==> src/rtl/sd_cmd_pkg.sv <==
package sd_cmd_pkg;

    typedef enum logic [2:0] {
        ST_IDLE,
        ST_HEAD,
        ST_CRC,
        ST_STOP,
        ST_TAIL
    } tx_state_e;

endpackage

==> src/rtl/sd_cmd_shreg.sv <==
module sd_cmd_shreg #(
    parameter int W = 40
) (
    input  logic         clk,
    input  logic         rst_n,
    input  logic         load,
    input  logic [W-1:0] load_val,
    input  logic         shift,
    output logic         msb
);
    logic [W-1:0] sh_d, sh_q;

    always_comb begin
        sh_d = sh_q;
        if (load) begin
            sh_d = load_val;
        end else if (shift) begin
            sh_d = {sh_q[W-2:0], 1'b0};
        end
    end

    always_ff @(posedge clk or negedge rst_n) begin
        if (!rst_n) sh_q <= '0;
        else        sh_q <= sh_d;
    end

    assign msb = sh_q[W-1];
endmodule

==> src/rtl/sd_crc7_ser.sv <==
module sd_crc7_ser #(
    parameter int               CRC_W = 7,
    parameter logic [CRC_W-1:0] POLY  = 7'b0001001
) (
    input  logic clk,
    input  logic rst_n,
    input  logic clear,
    input  logic step,
    input  logic din,
    input  logic drain,
    output logic msb
);
    logic [CRC_W-1:0] crc_d, crc_q;
    logic             fb;

    always_comb begin
        fb    = crc_q[CRC_W-1] ^ din;
        crc_d = crc_q;
        if (clear) begin
            crc_d = '0;
        end else if (step) begin
            crc_d = {crc_q[CRC_W-2:0], 1'b0} ^ (fb ? POLY : '0);
        end else if (drain) begin
            crc_d = {crc_q[CRC_W-2:0], 1'b0};
        end
    end

    always_ff @(posedge clk or negedge rst_n) begin
        if (!rst_n) crc_q <= '0;
        else        crc_q <= crc_d;
    end

    assign msb = crc_q[CRC_W-1];
endmodule

==> src/rtl/sd_cmd_tx.sv <==
module sd_cmd_tx #(
    parameter int               IDX_W    = 6,
    parameter int               ARG_W    = 32,
    parameter int               CRC_W    = 7,
    parameter logic [CRC_W-1:0] CRC_POLY = 7'b0001001
) (
    input  logic             clk,
    input  logic             rst_n,
    input  logic             bit_en,
    input  logic             start,
    input  logic [IDX_W-1:0] cmd_idx,
    input  logic [ARG_W-1:0] cmd_arg,
    output logic             busy,
    output logic             done,
    output logic             cmd_out,
    output logic             cmd_oe
);
    import sd_cmd_pkg::*;

    localparam int HEAD_W = 2 + IDX_W + ARG_W;
    localparam int CNT_W  = $clog2(HEAD_W + 1);

    typedef struct packed {
        tx_state_e        state;
        logic [CNT_W-1:0] cnt;
        logic             out;
        logic             oe;
        logic             busy;
        logic             done;
    } ctl_t;

    ctl_t ctl_d, ctl_q;
    logic sh_load, sh_shift, sh_msb;
    logic crc_clr, crc_step, crc_drain, crc_msb;

    sd_cmd_shreg #(.W(HEAD_W)) u_shreg (
        .clk      (clk),
        .rst_n    (rst_n),
        .load     (sh_load),
        .load_val ({2'b01, cmd_idx, cmd_arg}),
        .shift    (sh_shift),
        .msb      (sh_msb)
    );

    sd_crc7_ser #(.CRC_W(CRC_W), .POLY(CRC_POLY)) u_crc (
        .clk   (clk),
        .rst_n (rst_n),
        .clear (crc_clr),
        .step  (crc_step),
        .din   (sh_msb),
        .drain (crc_drain),
        .msb   (crc_msb)
    );

    always_comb begin
        ctl_d      = ctl_q;
        ctl_d.done = 1'b0;
        sh_load    = 1'b0;
        sh_shift   = 1'b0;
        crc_clr    = 1'b0;
        crc_step   = 1'b0;
        crc_drain  = 1'b0;
        unique case (ctl_q.state)
            ST_IDLE: begin
                if (start) begin
                    sh_load     = 1'b1;
                    crc_clr     = 1'b1;
                    ctl_d.busy  = 1'b1;
                    ctl_d.cnt   = '0;
                    ctl_d.state = ST_HEAD;
                end
            end
            ST_HEAD: begin
                if (bit_en) begin
                    ctl_d.out = sh_msb;
                    ctl_d.oe  = 1'b1;
                    sh_shift  = 1'b1;
                    crc_step  = 1'b1;
                    if (ctl_q.cnt == CNT_W'(HEAD_W - 1)) begin
                        ctl_d.cnt   = '0;
                        ctl_d.state = ST_CRC;
                    end else begin
                        ctl_d.cnt = ctl_q.cnt + 1'b1;
                    end
                end
            end
            ST_CRC: begin
                if (bit_en) begin
                    ctl_d.out = crc_msb;
                    crc_drain = 1'b1;
                    if (ctl_q.cnt == CNT_W'(CRC_W - 1)) begin
                        ctl_d.cnt   = '0;
                        ctl_d.state = ST_STOP;
                    end else begin
                        ctl_d.cnt = ctl_q.cnt + 1'b1;
                    end
                end
            end
            ST_STOP: begin
                if (bit_en) begin
                    ctl_d.out   = 1'b1;
                    ctl_d.state = ST_TAIL;
                end
            end
            ST_TAIL: begin
                if (bit_en) begin
                    ctl_d.out   = 1'b1;
                    ctl_d.oe    = 1'b0;
                    ctl_d.busy  = 1'b0;
                    ctl_d.done  = 1'b1;
                    ctl_d.state = ST_IDLE;
                end
            end
            default: begin
                ctl_d.state = ST_IDLE;
            end
        endcase
    end

    always_ff @(posedge clk or negedge rst_n) begin
        if (!rst_n) begin
            ctl_q.state <= ST_IDLE;
            ctl_q.cnt   <= '0;
            ctl_q.out   <= 1'b1;
            ctl_q.oe    <= 1'b0;
            ctl_q.busy  <= 1'b0;
            ctl_q.done  <= 1'b0;
        end else begin
            ctl_q <= ctl_d;
        end
    end

    assign busy    = ctl_q.busy;
    assign done    = ctl_q.done;
    assign cmd_out = ctl_q.out;
    assign cmd_oe  = ctl_q.oe;
endmodule

==> config.mk <==
export PLATFORM = sky130hd
export DESIGN_NAME = sd_cmd_tx
export DESIGN_NICKNAME = d
export VERILOG_FILES = /design/src/rtl/sd_cmd_pkg.sv /design/src/rtl/sd_cmd_shreg.sv /design/src/rtl/sd_crc7_ser.sv /design/src/rtl/sd_cmd_tx.sv
export SDC_FILE = /design/constraint.sdc
export NUM_CORES = 1
export LEC_CHECK = 0
export BUFFER_PORTS_ARGS = -buffer_cell sky130_fd_sc_hd__buf_2
export CORE_MARGIN = 4
export CORE_UTILIZATION = 40
export DETAILED_ROUTE_END_ITERATION = 16
export PLACE_DENSITY = 0.57
export SKIP_CTS_REPAIR_TIMING = 1
export SLEW_MARGIN = 25
export SYNTH_ARGS = -nofsm -noshare
export SYNTH_HDL_FRONTEND = slang
export SYNTH_SLANG_ARGS = --single-unit
==> constraint.sdc <==
create_clock -name clk -period 1.9 [get_ports clk]
set_clock_uncertainty 0.15 [all_clocks]
set_input_delay 0.38 -clock clk [delete_from_list [all_inputs] [get_ports clk]]
set_output_delay 0.38 -clock clk [all_outputs]
set_load 0.05 [all_outputs]
==> results by group, run 1 <==
Run status
  • Outcome: completed

Synth
  • Sequential area share after synthesis: 53.64%
  • Post-Syn Area per Cell: just over 9 um2
  • Top cells by area, synth: dfrtp_1, nand2_1, nor2_1
  • Syn Inst Count: 300
  • Synthesized net count: about 340
  • Register bit total from synthesis: 60
  • Post-synth EDFFs: 0
  • Synth Flop Type: dfrtp_1
  • Ys async rst share: between 90% and 100%
  • Yosys top cell area share: between 50% and 60%
  • Syn Std Cell Area: 2801 um2
  • Number of synthesis warnings: 0
  • Area leader, netlist: dfrtp_1
  • Post-synthesis cell type count: between 50 and 60

Cells and area
  • Layout cells sized above 1: roughly a quarter
  • Filler cells: ~660
  • Multi-input combinational cell area: approximately 1200 um2
  • N_diodes: 0
  • Final nets: roughly 400
  • Commonest cells after routing, fill and taps aside: nand2_1, dfrtp_1, nor2_1
  • Area delta synth->final: 25.73%
  • Storage cell area: 1503 um2

Global route
  • Total global-route track usage: 15.96%
  • Initial antenna violation count: 0
  • Largest net degree at the start of global routing: 36
  • Grt total ovfl: 0
  • Vias in the first global route: 2287
  • First-pass GRT wire length: between 10000 and 15000 um

Critical path
  • Worst Setup SP: ctl_q[4]
  • Crit Reg-Reg Startpoint: ctl_q[4]
  • Setup crit end kind: register
  • CP Launch Type: register
  • CP max-delay cell: dfrtp_1
  • Top Family by Delay on Critical Path: simple AND/OR/NAND/NOR gates
  • CP Depth: 6
  • WS Path Type: reg2reg
  • Critical path fanouts, max: 4
  • Critical Path, Cell by Cell: inv_2 -> ha_1 -> nand3b_1 -> or3_4 -> a2111oi_2 -> nor3b_1
  • CP Data Arrival Time: approximately 1900 ps
  • R2r worst-path depth: 6
  • Crit path buffers/inverters: 1
  • Crit-path max cell delay: between 400 and 500 ps
  • Critical Path RT: between 1500 and 2000 ps

CTS
  • CTS HTree Levels: 3
  • Max Buffers Root-to-Sink: 2
  • CTS tree: built
  • Num CTS Buffers: 9
  • CTS root buf: clkbuf_8
  • Clock-pin slew on the worst setup and hold paths: approximately 60 ps
  • Clk_lat worst skew: approximately 330 ps
  • Clock sinks: 60

Timing
  • Final setup fails: 0
  • Hold Worst Slack: 113.5 ps
  • Peak Freq: 542.7 MHz
  • Tcrit/Tclk final: a little over nine tenths
  • Slew HR: around 71%
  • Actual slew at the worst max-slew pin: around 430 ps
  • Hold Violations, Final: 0
  • Fin Setup TNS: 0 ps
  • Tmin final: 1843 ps
  • Final slew viol count: 0

Placement
  • I/O Buffers: 45
  • Hpwl dp: between 4000 and 5000 um
  • Placer congestion estimate: ~0.81

Route
  • Vias after detailed routing: roughly 2300
  • Pre-antenna DRT Iters: 4
  • Drt via density: 5.089
  • # DRC: 0
  • DRT iter0 DRCs: about 140
  • Routed Antenna Nets: 0
  • Drt total wl: around 6400 um
  • WL/cell: between 10 and 15 um

Hold path
  • Worst Hold Launch: cmd_arg[26]
  • Tightest Hold Check Type: in2reg
  • Hold Crit Depth: 3

Die
  • Core Box Area: around 6800 um2
  • Initial Util: just over 40%
  • Die area: 8406 um2
  • Height of the chip: about 92 um
  • I/O pin count: 46
  • Die X-Extent: 91.69 um
  • # rows: 30

Pwr
  • Internal Power: about 3.2 mW
  • Clock power frac: 21.7%
  • Sequential Power Share: a little over two fifths
  • Tot Pwr: just over 5 mW
  • Switching power: between 1.5 and 2 mW
  • Sw Ratio: between 30% and 40%
  • Max VDD drop: between 0.4 and 0.5 mV
  • Pwr Density: roughly 1400 nW/um2
  • Comb power frac: 35.7%
  • Leakage: 1.664 nW

Job
  • Max-cap check violation count: 0
## flip-flops by register name, indices dropped and copies added (netlist names)
| name | count |
|---|---|
| cmd_oe | 1 |
| busy | 1 |
| ctl_q | 9 |
| u_shreg.sh_q | 40 |
| done | 1 |
| u_crc.crc_q | 7 |
| cmd_out | 1 |
## path summary, 6_finish.rpt
kind                       slack (ps)          endpoint
max                                60          ctl_q[6]
min                               110  u_shreg.sh_q[26]
max reg2reg                        60          ctl_q[6]
min reg2reg                       320  u_shreg.sh_q[39]
max in group asynchronous         730  u_shreg.sh_q[22]
min in group asynchronous         370              done
## worst reg2reg max path: stages, from the launching register on
cell       delay, ps
dfrtp_1          410
inv_2             70
ha_1             140
nand3b_1         130
or3_4            390
a2111oi_2        340
nor3b_1           90
## cell usage after synthesis, drive strengths merged (2+ instances only)
cell     number
clkbuf        4
and2          2
xor2          3
nor2         49
dfrtp        59
o21ai         7
nand3        16
a22oi        15
a21oi         7
o22ai        19
a221o         2
ha            2
mux2i         2
inv           4
nor2b         2
nand2        60
a2111oi       2
a31oi         4
buf          15
nand2b        2
o31ai         2
## through the flow
step	setup slack [ps]	util [%]	cell area, um2	std cells
6_report	57.36	51.84	3522	460
4_1_cts	0.2165	51.07	3470	458
2_1_floorplan	164.8	-	2801	300
5_1_grt	-30.76	51.84	3522	460
3_3_place_gp	38.34	48.36	3286	443
3_5_place_dp	59.71	48.36	3286	443
## power by group through the flow
stage | Sequential (mW) | Combinational [mW] | Clock [mW]
2_1_floorplan | 2.13 | 1.25 | 0
3_3_place_gp | 2.17 | 1.73 | 0
3_5_place_dp | 2.18 | 1.78 | 0
4_1_cts | 2.16 | 1.79 | 1.14
5_1_grt | 2.24 | 2.06 | 1.20
6_report | 2.17 | 1.81 | 1.10
## per-layer routing
layer | global-route usage (%) | wire length (um) | share of wire (%) | vias to the layer above
met2 | 23.98 | 2939 | 46 | 47
li1 | - | - | - | 1171
met4 | 7.161 | 88 | 1.4 | 0
met1 | 22.03 | 3056 | 48 | 1113
met5 | 0 | 0 | 0 | -
met3 | 3.527 | 287 | 4.5 | 10
## cells by family after synthesis
group	synth area share [%]
AO/OA/AOI/OAI	17.24
XOR/XNOR	1.206
adder cells (fa/ha/maj)	0.8931
buffers and inverters	3.752
flip-flops	53.64
multiplexers	0.7146
AND/OR/NAND/NOR	22.55
## final cells by class
class	count	area share [%]
Timing Repair Buffer	68	13.14
Clock inverter	2	0.9947
Sequential cell	60	42.66
Inverter	4	0.4263
Clock buffer	13	4.227
Tap cell	96	3.410
Multi-Input combinational cell	217	35.13
No activity file was read; power rests on OpenSTA's default activity.
==> run 2, diff against run 1 <==
--- a/config.mk
+++ b/config.mk
@@ -9,7 +9,7 @@
 export CORE_MARGIN = 4
 export CORE_UTILIZATION = 40
 export DETAILED_ROUTE_END_ITERATION = 16
-export PLACE_DENSITY = 0.57
+export PLACE_DENSITY = 0.61
 export SKIP_CTS_REPAIR_TIMING = 1
 export SLEW_MARGIN = 25
 export SYNTH_ARGS = -nofsm -noshare
==> run 2 against run 1 <==
  * Worst setup slack improved by 67 ps
  * Fmax rose by 3.8%
  * Global-route usage fell by 0.44 points
  * Non-clock buffer count rose by 1
  * Combinational power barely moved
  * Flip-flop and latch count did not move
  * Sequential power barely moved
  * Cell area barely moved
  * Core utilization barely moved
  * Power fell by 0.12%
  * Largest cell class unchanged
==> results by group, run 2 (synthesis results as in run 1) <==
CTS
  • Clk_lat worst skew: 330 ps (about the same)
  • CTS HTree Levels: 3 (unchanged)
  • Num CTS Buffers: 9 (unchanged)
  • Clock sinks: 60 (unchanged)
  • Max Buffers Root-to-Sink: 2 (unchanged)
  • Clock-pin slew on the worst setup and hold paths: 80 ps (+20 ps)
  • CTS root buf: clkbuf_8
  • CTS tree: built

Timing
  • Final setup fails: 0 (unchanged)
  • Peak Freq: 563.1 MHz (+3.8%)
  • RSZ-0062 raised after global routing: no
  • Fin Setup TNS: 0 ps (unchanged)
  • Slew HR: 63.60% (-7.7 points)
  • Hold Violations, Final: 0 (unchanged)
  • Tmin final: 1776 ps (-66.86 ps)
  • Hold Worst Slack: 101.1 ps (-12.35 ps)
  • Actual slew at the worst max-slew pin: 546.0 ps (+115.3 ps)
  • Tcrit/Tclk final: 93.46% (-3.5 points)
  • Setup ws final: 124.2 ps (+66.86 ps)
  • Final slew viol count: 0 (unchanged)

Pwr
  • Tot Pwr: 5.079 mW (-0.12%)
  • Clock power frac: 22.6% (+0.9 points)
  • Leakage: 1.665 nW (about the same)
  • Pwr Density: 1442 nW/um2 (about the same)
  • Comb power frac: 35.0% (-0.7 points)
  • Internal Power: 3.207 mW (-1.2%)
  • Sequential Power Share: 42.4% (-0.2 points)
  • Sw Ratio: 36.86% (+0.72 points)
  • Max VDD drop: 0.5990 mV (+32%)
  • Switching power: 1.872 mW (+1.9%)

Critical path
  • Critical Path RT: 1970 ps (about the same)
  • CP Launch Type: register
  • Critical Path, Cell by Cell: or4b_1 -> buf_4 -> buf_12 -> o22ai_1 -> nor2_1
  • CP Data Arrival Time: 1850 ps (-50 ps)
  • Critical path fanouts, max: 18 (+14)
  • CP max-delay cell: or4b_1
  • Top Family by Delay on Critical Path: simple AND/OR/NAND/NOR gates
  • Setup crit end kind: register
  • WS Path Type: reg2reg
  • Crit-path max cell delay: 520 ps (+110 ps)
  • Crit path buffers/inverters: 2 (+1)

Placement
  • Placer congestion estimate: 0.7962 (-1.4%)
  • Worst slack, placed: 63.89 ps (+4.176 ps)
  • DP Area: 3288 um2 (about the same)
  • Hpwl dp: 4263 um (about the same)
  • Dpl cells: 445 (+0.45%)
  • I/O Buffers: 45 (unchanged)

Die
  • I/O pin count: 46 (unchanged)
  • Die X-Extent: 91.69 um (unchanged)
  • Height of the chip: 91.69 um (unchanged)
  • Initial Util: 41.23% (unchanged)
  • Die area: 8406 um2 (unchanged)
  • Core Box Area: 6794 um2 (unchanged)
  • # rows: 30 (unchanged)

Route
  • Drt total wl: 6134 um (-3.7%)
  • WL/cell: 13.28 um (-4.1%)
  • # DRC: 0 (unchanged)
  • Drt via density: 5.011 (-1.5%)
  • Routed Antenna Nets: 0 (unchanged)
  • Vias after detailed routing: 2315 (-1.1%)
  • Pre-antenna DRT Iters: 4 (unchanged)
  • DRT iter0 DRCs: 117 (-13%)

Global route
  • Grt total ovfl: 0 (unchanged)
  • Initial antenna violation count: 0 (unchanged)
  • Largest net degree at the start of global routing: 28 (-22%)
  • Vias in the first global route: 2246 (-1.8%)
  • Total global-route track usage: 15.52% (-0.44 points)
  • First-pass GRT wire length: 10450 um (-2.8%)

Cells and area
  • Biggest register: u_shreg.sh_q
  • Area delta synth->final: 25.68% (about the same)
  • Layout cells sized above 1: 25.68% (-0.14 points)
  • Design area: 3521 um2 (about the same)
  • Finished Core Util: 51.82% (about the same)
  • N_diodes: 0 (unchanged)
  • Commonest cells after routing, fill and taps aside: nand2_1, dfrtp_1, nor2_1
  • Top Registers: u_shreg.sh_q: 40 flops, ctl_q: 9 flops, u_crc.crc_q: 7 flops
  • Max FFs per register: 40 (unchanged)
  • Fin cells: 462 (+0.43%)
  • Final nets: 405 (+0.25%)

Job
  • Max-cap check violation count: 0 (unchanged)

Hold path
  • Tightest Hold Check Type: in2reg

Run status
  • Outcome: completed
## run 2: worst register-to-register path: cells and delay by family, from the launching register on
kind	cells	cell delay [ps]
buf+inv	2	390
compound gates	1	130
simple gates	2	590
flops	1	400
## run 2: path summary, 6_finish.rpt
check,start,endpoint,slack (ps),depth (start not counted)
worst min-delay path,cmd_arg[0],u_shreg.sh_q[0],100,3
worst max register to register,ctl_q[10],u_shreg.sh_q[4],120,5
min in group asynchronous,rst_n,u_shreg.sh_q[6],410,2
max in group asynchronous,rst_n,ctl_q[4],630,3
worst min register to register,u_shreg.sh_q[38],u_shreg.sh_q[39],320,2
worst max-delay path,ctl_q[10],u_shreg.sh_q[4],120,5
## run 2: power by group through the flow
stage | registers [mW] | clock network [mW] | logic (mW)
after floorplan | 2.13 | 0 | 1.25
after detailed placement | 2.17 | 0 | 1.77
final | 2.15 | 1.15 | 1.78
after CTS | 2.15 | 1.18 | 1.77
after global routing | 2.22 | 1.25 | 2.00
after global placement | 2.16 | 0 | 1.72
## run 2: area by class of cell
class | count | area, um2
Timing Repair Buffer | 69 | 457.9
Clock buffer | 9 | 123.9
Fill cell | 636 | 3273
Inverter | 4 | 15.01
Sequential cell | 60 | 1503
Clock inverter | 7 | 76.32
Tap cell | 96 | 120.1
Multi-Input combinational cell | 217 | 1225
## run 2: per-layer routing
| layer | routed length [um] | GRT usage (%) |
|---|---|---|
| met3 | 250 | 3.610 |
| met5 | 0 | 0 |
| met2 | 2872 | 23.98 |
| met4 | 99 | 7.663 |
| met1 | 2912 | 20.46 |
==> run 3, diff against run 2 <==
--- a/config.mk
+++ b/config.mk
@@ -5,6 +5,7 @@
 export SDC_FILE = /design/constraint.sdc
 export NUM_CORES = 1
 export LEC_CHECK = 0
+export ABC_AREA = 1
 export BUFFER_PORTS_ARGS = -buffer_cell sky130_fd_sc_hd__buf_2
 export CORE_MARGIN = 4
 export CORE_UTILIZATION = 40
==> run 3 against run 2 <==
  * Synthesized cell count up 11%
  * Area after synthesis up 3.8%
  * Register-to-register slack better by 80 ps
  * Critical endpoint is now u_crc.crc_q[3]
  * Worst hold slack better by 0.96 ps
  * Final cell count up 5.4%
  * Via count up 2.0%
  * Non-clock buffer count down 15
==> results by group, run 3 <==
Global route
  • Largest net degree at the start of global routing: 61 (+120%)
  • Total global-route track usage: 16.09% (+0.57 points)
  • Initial antenna violation count: 0 (unchanged)
  • Vias in the first global route: 2377 (+5.8%)
  • First-pass GRT wire length: 11050 um (+5.7%)
  • Grt total ovfl: 0 (unchanged)

Route
  • Drt via density: 4.850 (-3.2%)
  • Vias after detailed routing: 2362 (+2.0%)
  • Routed length on met1: 2954 um (+1.4%)
  • Max layer used: met4
  • # DRC: 0 (unchanged)
  • Met3 routed WL: 361 um (+44%)
  • DRT iter0 DRCs: 108 (-7.7%)
  • WL/cell: 12.93 um (-2.6%)
  • Drt total wl: 6297 um (+2.7%)
  • Routed wl met2: 2911 um (+1.4%)
  • Routed Antenna Nets: 0 (unchanged)
  • Pre-antenna DRT Iters: 4 (unchanged)

Synth
  • Syn Std Cell Area: 2909 um2 (+3.8%)
  • Area leader, netlist: dfrtp_1
  • Most common cell in the synthesized netlist: nand2_1
  • Post-synthesis cell type count: 31 (-39%)
  • Number of synthesis warnings: 0 (unchanged)
  • Yosys top cell area share: 50.75% (-1.9 points)
  • Synth Flop Type: dfrtp_1
  • Syn Inst Count: 334 (+11%)
  • Synthesized net count: 378 (+9.9%)
  • Register bit total from synthesis: 60 (unchanged)
  • Post-synth EDFFs: 0 (unchanged)
  • Ys async rst share: 100.0% (unchanged)
  • Post-Syn Area per Cell: 8.710 um2 (-6.7%)
  • Synth cell count leaders: nand2_1, dfrtp_1, nor2_1, inv_1, o22ai_1
  • Sequential area share after synthesis: 51.66% (-2.0 points)
  • Top cells by area, synth: dfrtp_1, nand2_1, nor2_1

Critical path
  • Crit Reg-Reg Startpoint: ctl_q[11]
  • Setup crit end kind: register
  • Worst Setup SP: ctl_q[11]
  • CP Data Arrival Time: 1780 ps (-70 ps)
  • Crit-path max cell delay: 490 ps (-30 ps)
  • Critical Path RT: 1980 ps (about the same)
  • Worst path most repeated cell: nand3_1
  • CP Launch Type: register
  • WS Path Type: reg2reg
  • Critical Path, Cell by Cell: inv_1 -> nand4_4 -> buf_4 -> inv_4 -> nand3_1 -> nand3_1 -> nand2_1
  • Critical path fanouts, max: 14 (-4)
  • CP max-delay cell: dfrtp_1

Timing
  • RSZ-0062 raised after global routing: no
  • Peak Freq: 588.2 MHz (+4.5%)
  • Hold Worst Slack: 102.1 ps (+0.9610 ps)
  • Tmin final: 1700 ps (-75.79 ps)
  • Final slew viol count: 0 (unchanged)
  • Fin Setup TNS: 0 ps (unchanged)
  • Tcrit/Tclk final: 89.47% (-4.0 points)
  • Final setup fails: 0 (unchanged)
  • Hold Violations, Final: 0 (unchanged)
  • Slew HR: 78.14% (+15 points)
  • Actual slew at the worst max-slew pin: 328.0 ps (-218.0 ps)

Placement
  • I/O Buffers: 45 (unchanged)
  • Placer congestion estimate: 0.8398 (+5.5%)
  • Hpwl dp: 4381 um (+2.8%)

Cells and area
  • Filler cells: 693 (+9.0%)
  • Final nets: 430 (+6.2%)
  • Commonest cells after routing, fill and taps aside: nand2_1, dfrtp_1, nor2_1
  • Top Registers: u_shreg.sh_q: 40 flops, ctl_q: 9 flops, u_crc.crc_q: 7 flops
  • Area delta synth->final: 18.37%
  • Layout cells sized above 1: 23.53% (-2.2 points)
  • Biggest register: u_shreg.sh_q
  • Max FFs per register: 40 (unchanged)
  • Commonest non-fill, non-tap cell in the layout: nand2_1
  • N_diodes: 0 (unchanged)

Pwr
  • Comb power frac: 39.3% (+4.3 points)
  • Pwr Density: 1662 nW/um2 (+15%)
  • Clock power frac: 22.5% (about the same)
  • Leakage: 1.684 nW (+1.2%)
  • Sw Ratio: 40.01% (+3.2 points)
  • Switching power: 2.290 mW (+22%)
  • Max VDD drop: 0.6810 mV (+14%)
  • Internal Power: 3.434 mW (+7.1%)
  • Sequential Power Share: 38.2% (-4.2 points)

Job
  • Max-cap check violation count: 0 (unchanged)

CTS
  • Clock-pin slew on the worst setup and hold paths: 70 ps (about the same)
  • CTS tree: built
  • Max Buffers Root-to-Sink: 2 (unchanged)
  • CTS HTree Levels: 3 (unchanged)
  • Clk_lat worst skew: 340 ps (about the same)
  • Clock sinks: 60 (unchanged)
  • CTS root buf: clkbuf_8
  • Num CTS Buffers: 9 (unchanged)

Die
  • Core Box Area: 6944 um2 (+2.2%)
  • Height of the chip: 93.28 um (+1.7%)
  • Die X-Extent: 93.28 um (+1.7%)
  • I/O pin count: 46 (unchanged)
  • Die area: 8701 um2 (+3.5%)
  • # rows: 30 (unchanged)
  • Initial Util: 41.89% (+0.66 points)

Hold path
  • Tightest Hold Check Type: in2reg
  • Worst Hold Launch: cmd_arg[0]

Run status
  • Outcome: completed
run 3: cell count changes in the layout (fill, tap and decap cells not counted), sizes merged, moves of 6 or more:
cell    change
a22oi      -14
buf        -15
inv        +23
nand2      +35
nand3       +7
nand4       +6
o211ai      +9
o21ai       +6
run 3: per-layer routing:
| layer | vias to the layer above | track usage (%) |
|---|---|---|
| li1 | 1195 | - |
| met1 | 1109 | 21.09 |
| met2 | 52 | 25.07 |
| met3 | 6 | 5.873 |
| met4 | 0 | 4.396 |
| met5 | - | 0 |
run 3: cell families (layout without fill, tap and decap cells):
kind of cell	Yosys count	in the layout	synth area share, %
xor gates and xnor gates	1	1	0.3011
and+or+nand+nor	178	178	26.88
AOI/OAI and AO/OA	50	50	11.70
buffers and inverters	43	100	8.602
adders and majority gates	2	2	0.8601
DFF	60	60	51.66
run 3: worst max-delay path: cells and delay by family, from the launching register on:
kind	cells	cell delay (ps)
buf+inv	3	540
flops	1	490
simple gates	4	400
run 3: power groups by stage:
stage	sequential [mW]	combinational (mW)	clock, mW
after CTS	2.19	2.23	1.32
after global placement	2.20	2.18	0
after floorplan	2.20	1.84	0
after detailed placement	2.20	2.22	0
after global routing	2.26	2.59	1.39
final	2.19	2.25	1.29
run 3: final timing paths:
| path | end | slack, ps | depth (start not counted) |
|---|---|---|---|
| max in group asynchronous | cmd_out | 880 | 3 |
| min reg2reg | cmd_out | 320 | 2 |
| min in group asynchronous | ctl_q[7] | 400 | 3 |
| max reg2reg | u_crc.crc_q[3] | 200 | 7 |
| max | u_crc.crc_q[3] | 200 | 7 |
| min | u_shreg.sh_q[0] | 100 | 3 |
run 3: per-stage QoR:
stage	utilization [%]	instance area, um2	worst slack, ps	power (mW)	instances
after floorplan	-	2909	442.6	4.036	334
after global placement	45.91	3188	221.0	4.377	469
after detailed placement	45.91	3188	148.5	4.424	469
after CTS	49.15	3413	132.2	5.734	485
after global routing	49.59	3443	31.75	6.234	487
final	49.59	3443	200.0	5.724	487
run 3: area by class of cell:
class                   instances  area [um2]  share of cell area [%]
repair buffers                 54       307.8                   8.939
well taps                      96       120.1                   3.488
inverters                      29       115.1                   3.343
clock buffers                  10       137.6                   3.997
multi-input cells             231        1165                   33.83
repair inverters                1       7.507                  0.2180
flip-flops and latches         60        1503                   43.64
clock inverters                 6       87.58                   2.544
